==> config.mk <==
export PLATFORM = sky130hd
export DESIGN_NAME = irq_line_aggregator
export DESIGN_NICKNAME = d
export VERILOG_FILES = /design/src/rtl/irqagg_pkg.sv /design/src/rtl/irqagg_level_track.sv /design/src/rtl/irqagg_line_cnt.sv /design/src/rtl/irq_line_aggregator.sv
export SDC_FILE = /design/constraint.sdc
export NUM_CORES = 1
export LEC_CHECK = 0
export ABC_AREA = 1
export BUFFER_PORTS_ARGS = -buffer_cell sky130_fd_sc_hd__buf_2
export CORE_AREA = 3 3 228 118
export CTS_CLUSTER_DIAMETER = 50
export DETAILED_ROUTE_END_ITERATION = 8
export DIE_AREA = 0 0 231 121
export PLACE_DENSITY = 0.88
export SETUP_SLACK_MARGIN = 0.1
export SLEW_MARGIN = 20
export SYNTH_ARGS = -nofsm -noshare
export SYNTH_HDL_FRONTEND = slang
export SYNTH_SLANG_ARGS = --single-unit
==> constraint.sdc <==
create_clock -name clk -period 6.2 [get_ports clk]
set_input_delay 0.31 -clock clk [delete_from_list [all_inputs] [get_ports clk]]
set_output_delay 0.31 -clock clk [all_outputs]
set_load 0.02 [all_outputs]
==> src/rtl/irqagg_pkg.sv <==
package irqagg_pkg;
  localparam int PINS_PER_SLOT = 4;

  // routing rule: (slot + pin) mod number of lines
  function automatic int route_line(input int slot, input int pin, input int lines);
    return (slot + pin) % lines;
  endfunction
endpackage

==> src/rtl/irqagg_level_track.sv <==
module irqagg_level_track #(
  parameter int NUM_PINS = 128
) (
  input  logic                clk,
  input  logic                rst,
  input  logic [NUM_PINS-1:0] lvl_in,
  output logic [NUM_PINS-1:0] rise_o,
  output logic [NUM_PINS-1:0] fall_o
);
  logic [NUM_PINS-1:0] seen_q;

  always_ff @(posedge clk) begin
    if (rst) seen_q <= '0;
    else     seen_q <= lvl_in;
  end

  assign rise_o =  lvl_in & ~seen_q;
  assign fall_o = ~lvl_in &  seen_q;
endmodule

==> src/rtl/irqagg_line_cnt.sv <==
module irqagg_line_cnt
  import irqagg_pkg::*;
#(
  parameter int NUM_SLOTS = 32,
  parameter int NUM_LINES = 4,
  parameter int CW        = 8
) (
  input  logic                             clk,
  input  logic                             rst,
  input  logic [NUM_SLOTS*PINS_PER_SLOT-1:0] rise_i,
  input  logic [NUM_SLOTS*PINS_PER_SLOT-1:0] fall_i,
  output logic [NUM_LINES*CW-1:0]           cnt_o,
  output logic [NUM_LINES-1:0]              line_o
);
  for (genvar l = 0; l < NUM_LINES; l++) begin : g_line
    logic [CW-1:0] cnt_q;
    logic [CW-1:0] up_c;
    logic [CW-1:0] dn_c;

    always_comb begin
      up_c = '0;
      dn_c = '0;
      for (int s = 0; s < NUM_SLOTS; s++) begin
        for (int p = 0; p < PINS_PER_SLOT; p++) begin
          if (route_line(s, p, NUM_LINES) == l) begin
            up_c = up_c + CW'(rise_i[s*PINS_PER_SLOT+p]);
            dn_c = dn_c + CW'(fall_i[s*PINS_PER_SLOT+p]);
          end
        end
      end
    end

    always_ff @(posedge clk) begin
      if (rst) cnt_q <= '0;
      else     cnt_q <= cnt_q + up_c - dn_c;
    end

    assign cnt_o[l*CW +: CW] = cnt_q;
    assign line_o[l]         = |cnt_q;
  end
endmodule

==> src/rtl/irq_line_aggregator.sv <==
module irq_line_aggregator
  import irqagg_pkg::*;
#(
  parameter int NUM_SLOTS = 32,
  parameter int NUM_LINES = 4
) (
  input  logic                               clk,
  input  logic                               rst,
  input  logic [NUM_SLOTS*PINS_PER_SLOT-1:0] pin_lvl,
  output logic [NUM_LINES-1:0]               irq_line
);
  localparam int NPINS = NUM_SLOTS * PINS_PER_SLOT;
  localparam int CW    = $clog2(NPINS + 1);

  logic [NPINS-1:0]        rise_w;
  logic [NPINS-1:0]        fall_w;
  logic [NUM_LINES*CW-1:0] cnt_flat;

  irqagg_level_track #(.NUM_PINS(NPINS)) track_i (
    .clk    (clk),
    .rst    (rst),
    .lvl_in (pin_lvl),
    .rise_o (rise_w),
    .fall_o (fall_w)
  );

  irqagg_line_cnt #(
    .NUM_SLOTS (NUM_SLOTS),
    .NUM_LINES (NUM_LINES),
    .CW        (CW)
  ) cnt_i (
    .clk    (clk),
    .rst    (rst),
    .rise_i (rise_w),
    .fall_i (fall_w),
    .cnt_o  (cnt_flat),
    .line_o (irq_line)
  );
endmodule

==> run metrics, run 1 <==
#FFs+latches synth 160; TritonCTS buffer count 17; area share of the largest cell type after synthesis 34.86%; crit-path max FO 4; Synth Area in Adders 42.48%; drt first pass iters 5; largest net degree at the start of global routing 95; Reg-to-Reg Start track_i.seen_q[2]; HP Class input pin to flip-flop; reg-to-reg slack, setup 0.27 ns; IO Port Bufs 133; die span in x 231 um; post-synthesis cell type count 21; hold_sp pin_lvl[104]; Via density 4.521; Yosys warnings 0; Slew Limit Fails 0; clk sinks 160; Core ar. 25030 um^2; largest family of logic cells by synthesized area adder cells; share of layout cells above drive strength 1 12.63%; worst-margin pin slew 1.013 ns; sequential area share after synthesis 23.24%; CTS tree yes; Worst Path Required 6.55 ns; FMAX 0.1685 GHz; Core Util, Final 61.74%; CTS Hold Bufs 0; Synth Area in Compound Gates 1.443%; Setup Skew 0.01130 ns; Fin. Hold Viols 0; via count 9760; critical path class flip-flop to flip-flop; global route overflow 0; Hold Path End track_i.seen_q[104]; initial antenna violation count 2; P&R area growth vs syn 12.12%; die height 121 um; Placer Congestion 0.8522; die area 27950 um^2; post-detailed-placement half-perimeter wirelength 23.69 mm; mux contribution to synthesized area 0%; DRT antenna net count 0; RSZ-0062 raised after global routing true; DRC Markers 0; max_cap viols 0; final setup fails 0; Mapped Avg Cell Area 8.289 um^2; crit end category flip-flop; worst skew pair latency 0.46 ns; Cell Area, Synth 13780 um^2; asr flop ratio synth 0%; Initial Utilization 55.06%; status complete, no violations; DR WL/cell 13.43 um; Cells on Worst Hold Path 3; Tot GR Track Use 22.74%; clock-pin slew on the worst setup and hold paths 0.07 ns; Syn Nets 2117; fin worst setup slack 0.2664 ns; H-tree Lvls 4; Worst Setup Start Kind flip-flop; r2r endpoint cnt_i.g_line[2].cnt_q[5]; initial DRC count 565; Mapped Cells 1663; number of synthesized flops with an enable pin 0; Worst EP arrival 6.28 ns; final period utilization 95.70%; Clock Tree Root clkbuf_16; Longest Clk Path Bufs 2; number of global-route vias before repair 10660; Tmin final 5.934 ns; Ports 134; Detailed Route WL 28.99 mm; cells on worst reg2reg path 22; Synth area leader fa_1; DP Worst Slack -0.03023 ns; Row Count 41; WHS 0.07443 ns; Slew headroom 32.48%; XOR/XNOR share of the synthesized area 0.2542%; first-pass GRT wire length 49.74 mm; nets@finish 2254; simple-gate share of the synthesized area 15.79%; Synth area leaders fa_1 35%, dfxtp_1 23%, inv_1 16%, nor2_1 8.5%, ha_1 7.6%; Synth Flop Type dfxtp_1
==> synth_stat cells (all sizes together), types with 3 or more instances <==
| master | number |
|---|---|
| ha | 84 |
| o21ai | 9 |
| nand3 | 10 |
| a31oi | 7 |
| nand4 | 7 |
| dfxtp | 160 |
| xor2 | 4 |
| fa | 240 |
| or2 | 25 |
| inv | 572 |
| buf | 18 |
| a21oi | 22 |
| nor2 | 312 |
| nor3 | 3 |
| nand2 | 189 |
==> worst max-delay path by stage <==
stage / start / endpoint / slack [ns] / cells past startpoint
2_1_floorplan: pin_lvl[52] / cnt_i.g_line[1].cnt_q[7] / 0.34 / 24
3_5_place_dp: pin_lvl[52] / cnt_i.g_line[1].cnt_q[7] / -0.03 / 25
4_1_cts: track_i.seen_q[5] / cnt_i.g_line[2].cnt_q[5] / 0.10 / 22
5_1_grt: track_i.seen_q[2] / cnt_i.g_line[2].cnt_q[7] / 0.06 / 23
6_report: track_i.seen_q[2] / cnt_i.g_line[2].cnt_q[5] / 0.27 / 22
3_3_place_gp: pin_lvl[5] / cnt_i.g_line[2].cnt_q[5] / 0.09 / 22
==> logic make-up (layout without fill, tap and decap cells) <==
logic type | Yosys count | in the layout
buffers and inverters | 590 | 740
and+or+nand+nor | 547 | 547
adders and majority gates | 324 | 324
DFF | 160 | 160
AOI/OAI and AO/OA | 38 | 38
xor gates and xnor gates | 4 | 4
other | 0 | 2
==> what timing repair did <==
action	CTS	global route
pin swaps	4	20
buffers inserted	0	1
resized for setup	3	28
setup endpoints to repair	3	15
==> area by class of cell <==
type	instances	area (um^2)
fillers	2024	9579
multi-input cells	913	8343
clock buffers	17	425.4
repair buffers	136	690.7
diodes	2	5.005
clock inverters	15	207.7
flip-flops and latches	160	3206
inverters	572	2147
well taps	344	430.4
==> critical path, stage by stage, from the launching register on <==
cell	delay [ns]
dfxtp_2	0.32
inv_1	0.05
nor2_1	0.03
ha_1	0.32
fa_1	0.53
inv_1	0.06
fa_1	0.50
inv_1	0.07
fa_2	0.46
fa_2	0.54
inv_1	0.06
fa_1	0.48
fa_2	0.54
inv_1	0.05
fa_2	0.35
fa_1	0.52
inv_1	0.04
ha_2	0.19
fa_2	0.37
a31oi_2	0.16
nand2_1	0.08
nand2_1	0.06
nor2_1	0.05
==> cells in the final DEF, fill, tap and decap left out, types with 6 or more instances in the layout <==
cell type	count
fa_2	14
inv_1	566
nand2_1	188
nor2_1	310
clkbuf_16	17
dfxtp_1	158
a21oi_1	20
buf_2	132
inv_2	6
nand4_1	7
or2_2	25
o21ai_0	8
ha_1	82
fa_1	226
==> registers in the layout, summed over array words and instances, names as in the netlist <==
| register | count |
|---|---|
| track_i.seen_q | 128 |
| cnt_i.g_line.cnt_q | 32 |
==> through the flow <==
| stage | instances | instance area, um^2 | TNS (ns) |
|---|---|---|---|
| finish | 2159 | 15450 | 0 |
| global route | 2159 | 15450 | 0 |
| CTS | 2156 | 15370 | 0 |
| detailed placement | 2124 | 14730 | -0.04136 |
| global placement | 2124 | 14730 | 0 |
| floorplan | 1663 | 13780 | 0 |
==> routing by layer <==
layer  vias up  routed length, um  GRT usage, %
met5         -                  0             0
met4         0                648         6.417
met3        46               1235         4.972
met2       181              14630         40.07
met1      4669              12470         28.46
li1       4864                  -             -
Power of run 1 is left out: the tool's default activity adds up to more than one toggle a clock period on the data nets, which glitch-free logic cannot reach.
==> run 2, diff against run 1 <==
--- a/config.mk
+++ b/config.mk
@@ -12,6 +12,7 @@
 export DETAILED_ROUTE_END_ITERATION = 8
 export DIE_AREA = 0 0 231 121
 export PLACE_DENSITY = 0.88
+export REMOVE_ABC_BUFFERS = 1
 export SETUP_SLACK_MARGIN = 0.1
 export SLEW_MARGIN = 20
 export SYNTH_ARGS = -nofsm -noshare
==> run 2 against run 1 <==
Largest cell class unchanged. Highest routed layer unchanged. Design area down 0.17%. Worst setup slack got worse by 0.0098 ns. Critical path type unchanged. Fmax fell by 0.16%. Critical path depth unchanged.
==> run metrics, run 2 (synthesis results as in run 1) <==
crit-path cells inv_2 -> nor2_2 -> ha_1 -> fa_1 -> inv_1 -> fa_1 -> inv_2 -> fa_2 -> inv_2 -> fa_1 -> fa_1 -> fa_1 -> fa_1 -> inv_1 -> fa_1 -> inv_2 -> ha_4 -> fa_2 -> a31oi_4 -> nand2_1 -> nand2_1 -> nor2_1; final setup fails 0 (unchanged); slowest cell on the critical path fa_1; FMAX 0.1683 GHz (-0.16%); worst skew pair latency 0.45 ns (about the same); DR WL/cell 13.31 um (-0.84%); CTS Hold Bufs 0 (unchanged); drt first pass iters 5 (unchanged); clk sinks 160 (unchanged); Placer Congestion 0.8557 (+0.41%); Worst Setup Start Kind flip-flop; worst-margin pin slew 0.8376 ns (-0.1752 ns); max FFs per register 128 (unchanged); die span in x 231 um (unchanged); Setup Skew 0.006712 ns (-0.004586 ns); crit end category flip-flop; Largest regs track_i.seen_q: 128 flops, cnt_i.g_line.cnt_q: 32 flops; share of layout cells above drive strength 1 12.69% (+0.062 points); most common cell after layout, fill and taps aside inv_1; Biggest register track_i.seen_q; Longest Clk Path Bufs 2 (unchanged); Tmin final 5.943 ns (+0.009774 ns); Non-Filler Instances 2160 (+0.046%); Crit path top cell by count fa_1; Filler Cell Count 1932 (-4.5%); die area 27950 um^2 (unchanged); Via density 4.610 (+2.0%); initial DRC count 566 (+0.18%); final period utilization 95.86% (+0.16 points); die height 121 um (unchanged); global route overflow 0 (unchanged); IO Port Bufs 133 (unchanged); DRT antenna net count 0 (unchanged); critical path class flip-flop to flip-flop; number of global-route vias before repair 10710 (+0.45%); initial antenna violation count 4 (+2); crit-path max FO 4 (unchanged); first-pass GRT wire length 49.20 mm (-1.1%); placed cells 2123 (-0.047%); Clock Tree Root clkbuf_16; TritonCTS buffer count 17 (unchanged); Core Util, Final 61.63% (-0.10 points); Ports 134 (unchanged); Worst Path Required 6.54 ns (about the same); H-tree Lvls 4 (unchanged); max_cap viols 0 (unchanged); DRC Markers 0 (unchanged); RSZ-0062 raised after global routing true; Finished Cell Area 15430 um^2 (-0.17%); most frequent cells in the layout 562 x inv_1, 309 x nor2_1, 227 x fa_1; Slew Limit Fails 0 (unchanged); largest net degree at the start of global routing 73 (-23%); HP Class input pin to flip-flop; DP Worst Slack -0.06445 ns (-0.03423 ns); P&R area growth vs syn 11.93%; CP peak stage delay 0.55 ns (about the same); Detailed Route WL 28.76 mm (-0.79%); CTS tree yes; via count 9957 (+2.0%); nets@finish 2253 (-0.044%); DP Area 14720 um^2 (about the same); Worst EP arrival 6.29 ns (about the same); post-detailed-placement half-perimeter wirelength 23.15 mm (-2.3%); Tot GR Track Use 22.37% (-0.36 points); Slew headroom 44.16% (+12 points); Row Count 41 (unchanged); clock-pin slew on the worst setup and hold paths 0.06 ns (about the same); status complete, no violations; Fin. Hold Viols 0 (unchanged); Core ar. 25030 um^2 (unchanged); fin worst setup slack 0.2566 ns (-0.009774 ns); Initial Utilization 55.06% (unchanged)
==> run 2: timing repair <==
action / CTS / global route
pin swaps: 2 / 31
resized for setup: 6 / 32
buffers inserted: 0 / 1
setup endpoints to repair: 4 / 13
==> run 2: final timing paths <==
kind	startpoint	end	slack (ns)	cells past startpoint
max reg2reg	track_i.seen_q[2]	cnt_i.g_line[2].cnt_q[5]	0.26	22
min reg2reg	track_i.seen_q[12]	cnt_i.g_line[3].cnt_q[0]	0.63	4
min	pin_lvl[48]	track_i.seen_q[48]	0.09	3
max	track_i.seen_q[2]	cnt_i.g_line[2].cnt_q[5]	0.26	22
==> run 2: worst max-delay path, delay by kind of cell (launching register included) <==
kind / cells / cell delay [ns]
adders and majority gates: 11 / 4.72
DFF: 1 / 0.33
buffers and inverters: 6 / 0.30
and+or+nand+nor: 4 / 0.28
AOI/OAI and AO/OA: 1 / 0.22
==> run 2: cell type report <==
class	count	area [um^2]	area share (%)
antenna	4	10.01	0.06488
clock buffer	23	478.0	3.098
clock inverter	9	107.6	0.6974
inverter	572	2147	13.92
multi-input combinational	913	8367	54.23
sequential	160	3206	20.78
tap	344	430.4	2.790
timing repair buffer	135	683.2	4.428
==> run 2: per-layer routing <==
metal	vias up	GRT usage, %	routed length, um
met5	-	0	0
met3	70	3.612	1357
met2	270	39.71	14680
met4	0	9.934	1001
met1	4752	27.18	11720
li1	4865	-	-
==> run 2: stage by stage <==
step	setup TNS (ns)	hold slack, ns
6_report	0	0.08798
5_1_grt	0	0.08312
4_1_cts	0	0.06909
3_5_place_dp	-0.1141	0.5434
3_3_place_gp	0	0.5328
2_1_floorplan	0	0.3767
Power of run 2 is left out for the same reason.
==> run 3, diff against run 2 <==
--- a/config.mk
+++ b/config.mk
@@ -7,11 +7,11 @@
 export LEC_CHECK = 0
 export ABC_AREA = 1
 export BUFFER_PORTS_ARGS = -buffer_cell sky130_fd_sc_hd__buf_2
-export CORE_AREA = 3 3 228 118
+export CORE_AREA = 3 3 226 117
 export CTS_CLUSTER_DIAMETER = 50
 export DETAILED_ROUTE_END_ITERATION = 8
-export DIE_AREA = 0 0 231 121
-export PLACE_DENSITY = 0.88
+export DIE_AREA = 0 0 229 120
+export PLACE_DENSITY = 0.73
 export REMOVE_ABC_BUFFERS = 1
 export SETUP_SLACK_MARGIN = 0.1
 export SLEW_MARGIN = 20
==> constraint.sdc (replaced) <==
create_clock -name clk -period 5.95 [get_ports clk]
set_input_delay 0.2975 -clock clk [delete_from_list [all_inputs] [get_ports clk]]
set_output_delay 0.2975 -clock clk [all_outputs]
set_load 0.02 [all_outputs]
==> run 3 against run 2 <==
Sequential share of layout area shrank 0.24 points. Fmax is essentially flat. Critical path depth is the same. Global-route usage shrank 0.060 points. Worst setup slack lost 0.25 ns. Sequential cell count is the same. Cell count grew 0.46%. Highest routed layer unchanged.
==> run metrics, run 3 (synthesis results as in run 1) <==
worst skew pair latency 0.45 ns (about the same); share of layout cells above drive strength 1 16.59% (+3.9 points); via count 9625 (-3.3%); Tot GR Track Use 22.31% (-0.060 points); crit-path max FO 4 (unchanged); Core Util, Final 63.03% (+1.4 points); clock-pin slew on the worst setup and hold paths 0.07 ns (about the same); Placer Congestion 0.8621 (+0.75%); H-tree Lvls 4 (unchanged); status complete, no violations; Longest Clk Path Bufs 2 (unchanged); die area 27480 um^2 (-1.7%); Largest regs track_i.seen_q: 128 flops, cnt_i.g_line.cnt_q: 32 flops; area of the multi-input gates 8503 um^2 (+1.6%); Clock Tree Root clkbuf_16; clk sinks 160 (unchanged); largest net degree at the start of global routing 78 (+6.8%); Setup Skew 0.01005 ns (+0.003340 ns); most common cell after layout, fill and taps aside inv_1; first-pass GRT wire length 47.77 mm (-2.9%); Worst Setup Start Kind flip-flop; Worst Path Required 6.29 ns (-0.25 ns); DRC Markers 0 (unchanged); Initial Utilization 55.52% (+0.46 points); most frequent cells in the layout 544 x inv_1, 302 x nor2_1, 210 x fa_1; IO Port Bufs 133 (unchanged); DR WL/cell 13.08 um (-1.8%); DP Area 14830 um^2 (+0.71%); nets@finish 2267 (+0.62%); WHS 0.06202 ns (-0.02597 ns); initial antenna violation count 0 (-4); max FFs per register 128 (unchanged); Via density 4.435 (-3.8%); Biggest register track_i.seen_q; P&R area growth vs syn 13.53%; crit end category flip-flop; Fin. Hold Viols 0 (unchanged); HP Class input pin to flip-flop; RSZ-0062 raised after global routing true; FMAX 0.1683 GHz (about the same); Filler Cell Count 2151 (+11%); Finished Cell Area 15650 um^2 (+1.4%); max_cap viols 0 (unchanged); global route overflow 0 (unchanged); drt first pass iters 5 (unchanged); antenna diode count 0 (-4); Tmin final 5.943 ns (-0.0001709 ns); Slew headroom 44.49% (+0.33 points); worst-margin pin slew 0.8327 ns (-0.004896 ns); die height 120 um (-0.83%); Core ar. 24830 um^2 (-0.82%); Detailed Route WL 28.38 mm (-1.3%); TritonCTS buffer count 17 (unchanged); final setup fails 0 (unchanged); die span in x 229 um (-0.87%); DRT antenna net count 0 (unchanged); Row Count 41 (unchanged); number of global-route vias before repair 10070 (-6.0%); Worst EP arrival 6.29 ns (about the same); critical path class flip-flop to flip-flop; CTS tree yes; final period utilization 99.89% (+4.0 points); Ports 134 (unchanged); initial DRC count 514 (-9.2%); sequential cell area 3214 um^2 (+0.27%); post-detailed-placement half-perimeter wirelength 23.45 mm (+1.3%); Slew Limit Fails 0 (unchanged)
[run 3: area by class of cell]
cell class	instances	share of cell area, %
multi-input cells	913	54.33
inverters	572	13.72
clock inverters	13	0.8315
repair buffers	149	5.061
well taps	344	2.750
clock buffers	19	2.766
flip-flops and latches	160	20.54
[run 3: worst max-delay path, cell delays in order (launching register included)]
cell	delay, ns
dfxtp_2	0.32
inv_2	0.04
nor2_2	0.03
ha_1	0.29
fa_1	0.50
inv_2	0.04
fa_1	0.48
inv_2	0.04
fa_1	0.48
fa_1	0.55
inv_2	0.05
fa_1	0.51
fa_2	0.58
inv_2	0.04
fa_2	0.38
fa_1	0.50
inv_2	0.05
ha_4	0.16
fa_2	0.40
a31oi_4	0.21
nand2_1	0.07
nand2_1	0.06
nor2_1	0.05
[run 3: final timing paths]
| path | depth (start not counted) | slack (ns) | startpoint | end |
|---|---|---|---|---|
| setup / recovery | 22 | 0.007 | track_i.seen_q[2] | cnt_i.g_line[2].cnt_q[5] |
| hold / removal | 3 | 0.06 | pin_lvl[61] | track_i.seen_q[61] |
| setup reg to reg | 22 | 0.007 | track_i.seen_q[2] | cnt_i.g_line[2].cnt_q[5] |
| hold reg to reg | 4 | 0.63 | track_i.seen_q[15] | cnt_i.g_line[2].cnt_q[0] |
[run 3: routing by layer]
layer  vias to the layer above  routed length (um)  share of wire (%)  track usage, %
li1                       4885                   -                  -               -
met1                      4533               14330                 50           33.22
met2                       181               12200                 43           32.81
met3                        26                1531                5.4           5.716
met4                         0                 316                1.1           5.125
met5                         -                   0                  0               0
[run 3: what timing repair did]
item,4_1_cts,5_1_grt
setup buffers,0,2
hold endpoints to repair,0,0
pin swaps,17,74
hold buffers,0,0
resized for setup,15,89
endpoints found under the setup margin,12,22
[run 3: stage by stage]
stage | TNS [ns] | instances | setup WS, ns
4_1_cts | 0 | 2169 | 0.09857
3_3_place_gp | -0.3965 | 2137 | -0.1481
2_1_floorplan | 0 | 1645 | 0.1039
5_1_grt | -0.4534 | 2170 | -0.1705
3_5_place_dp | -0.9886 | 2137 | -0.2382
6_report | 0 | 2170 | 0.006756
Power of run 3 is left out for the same reason.
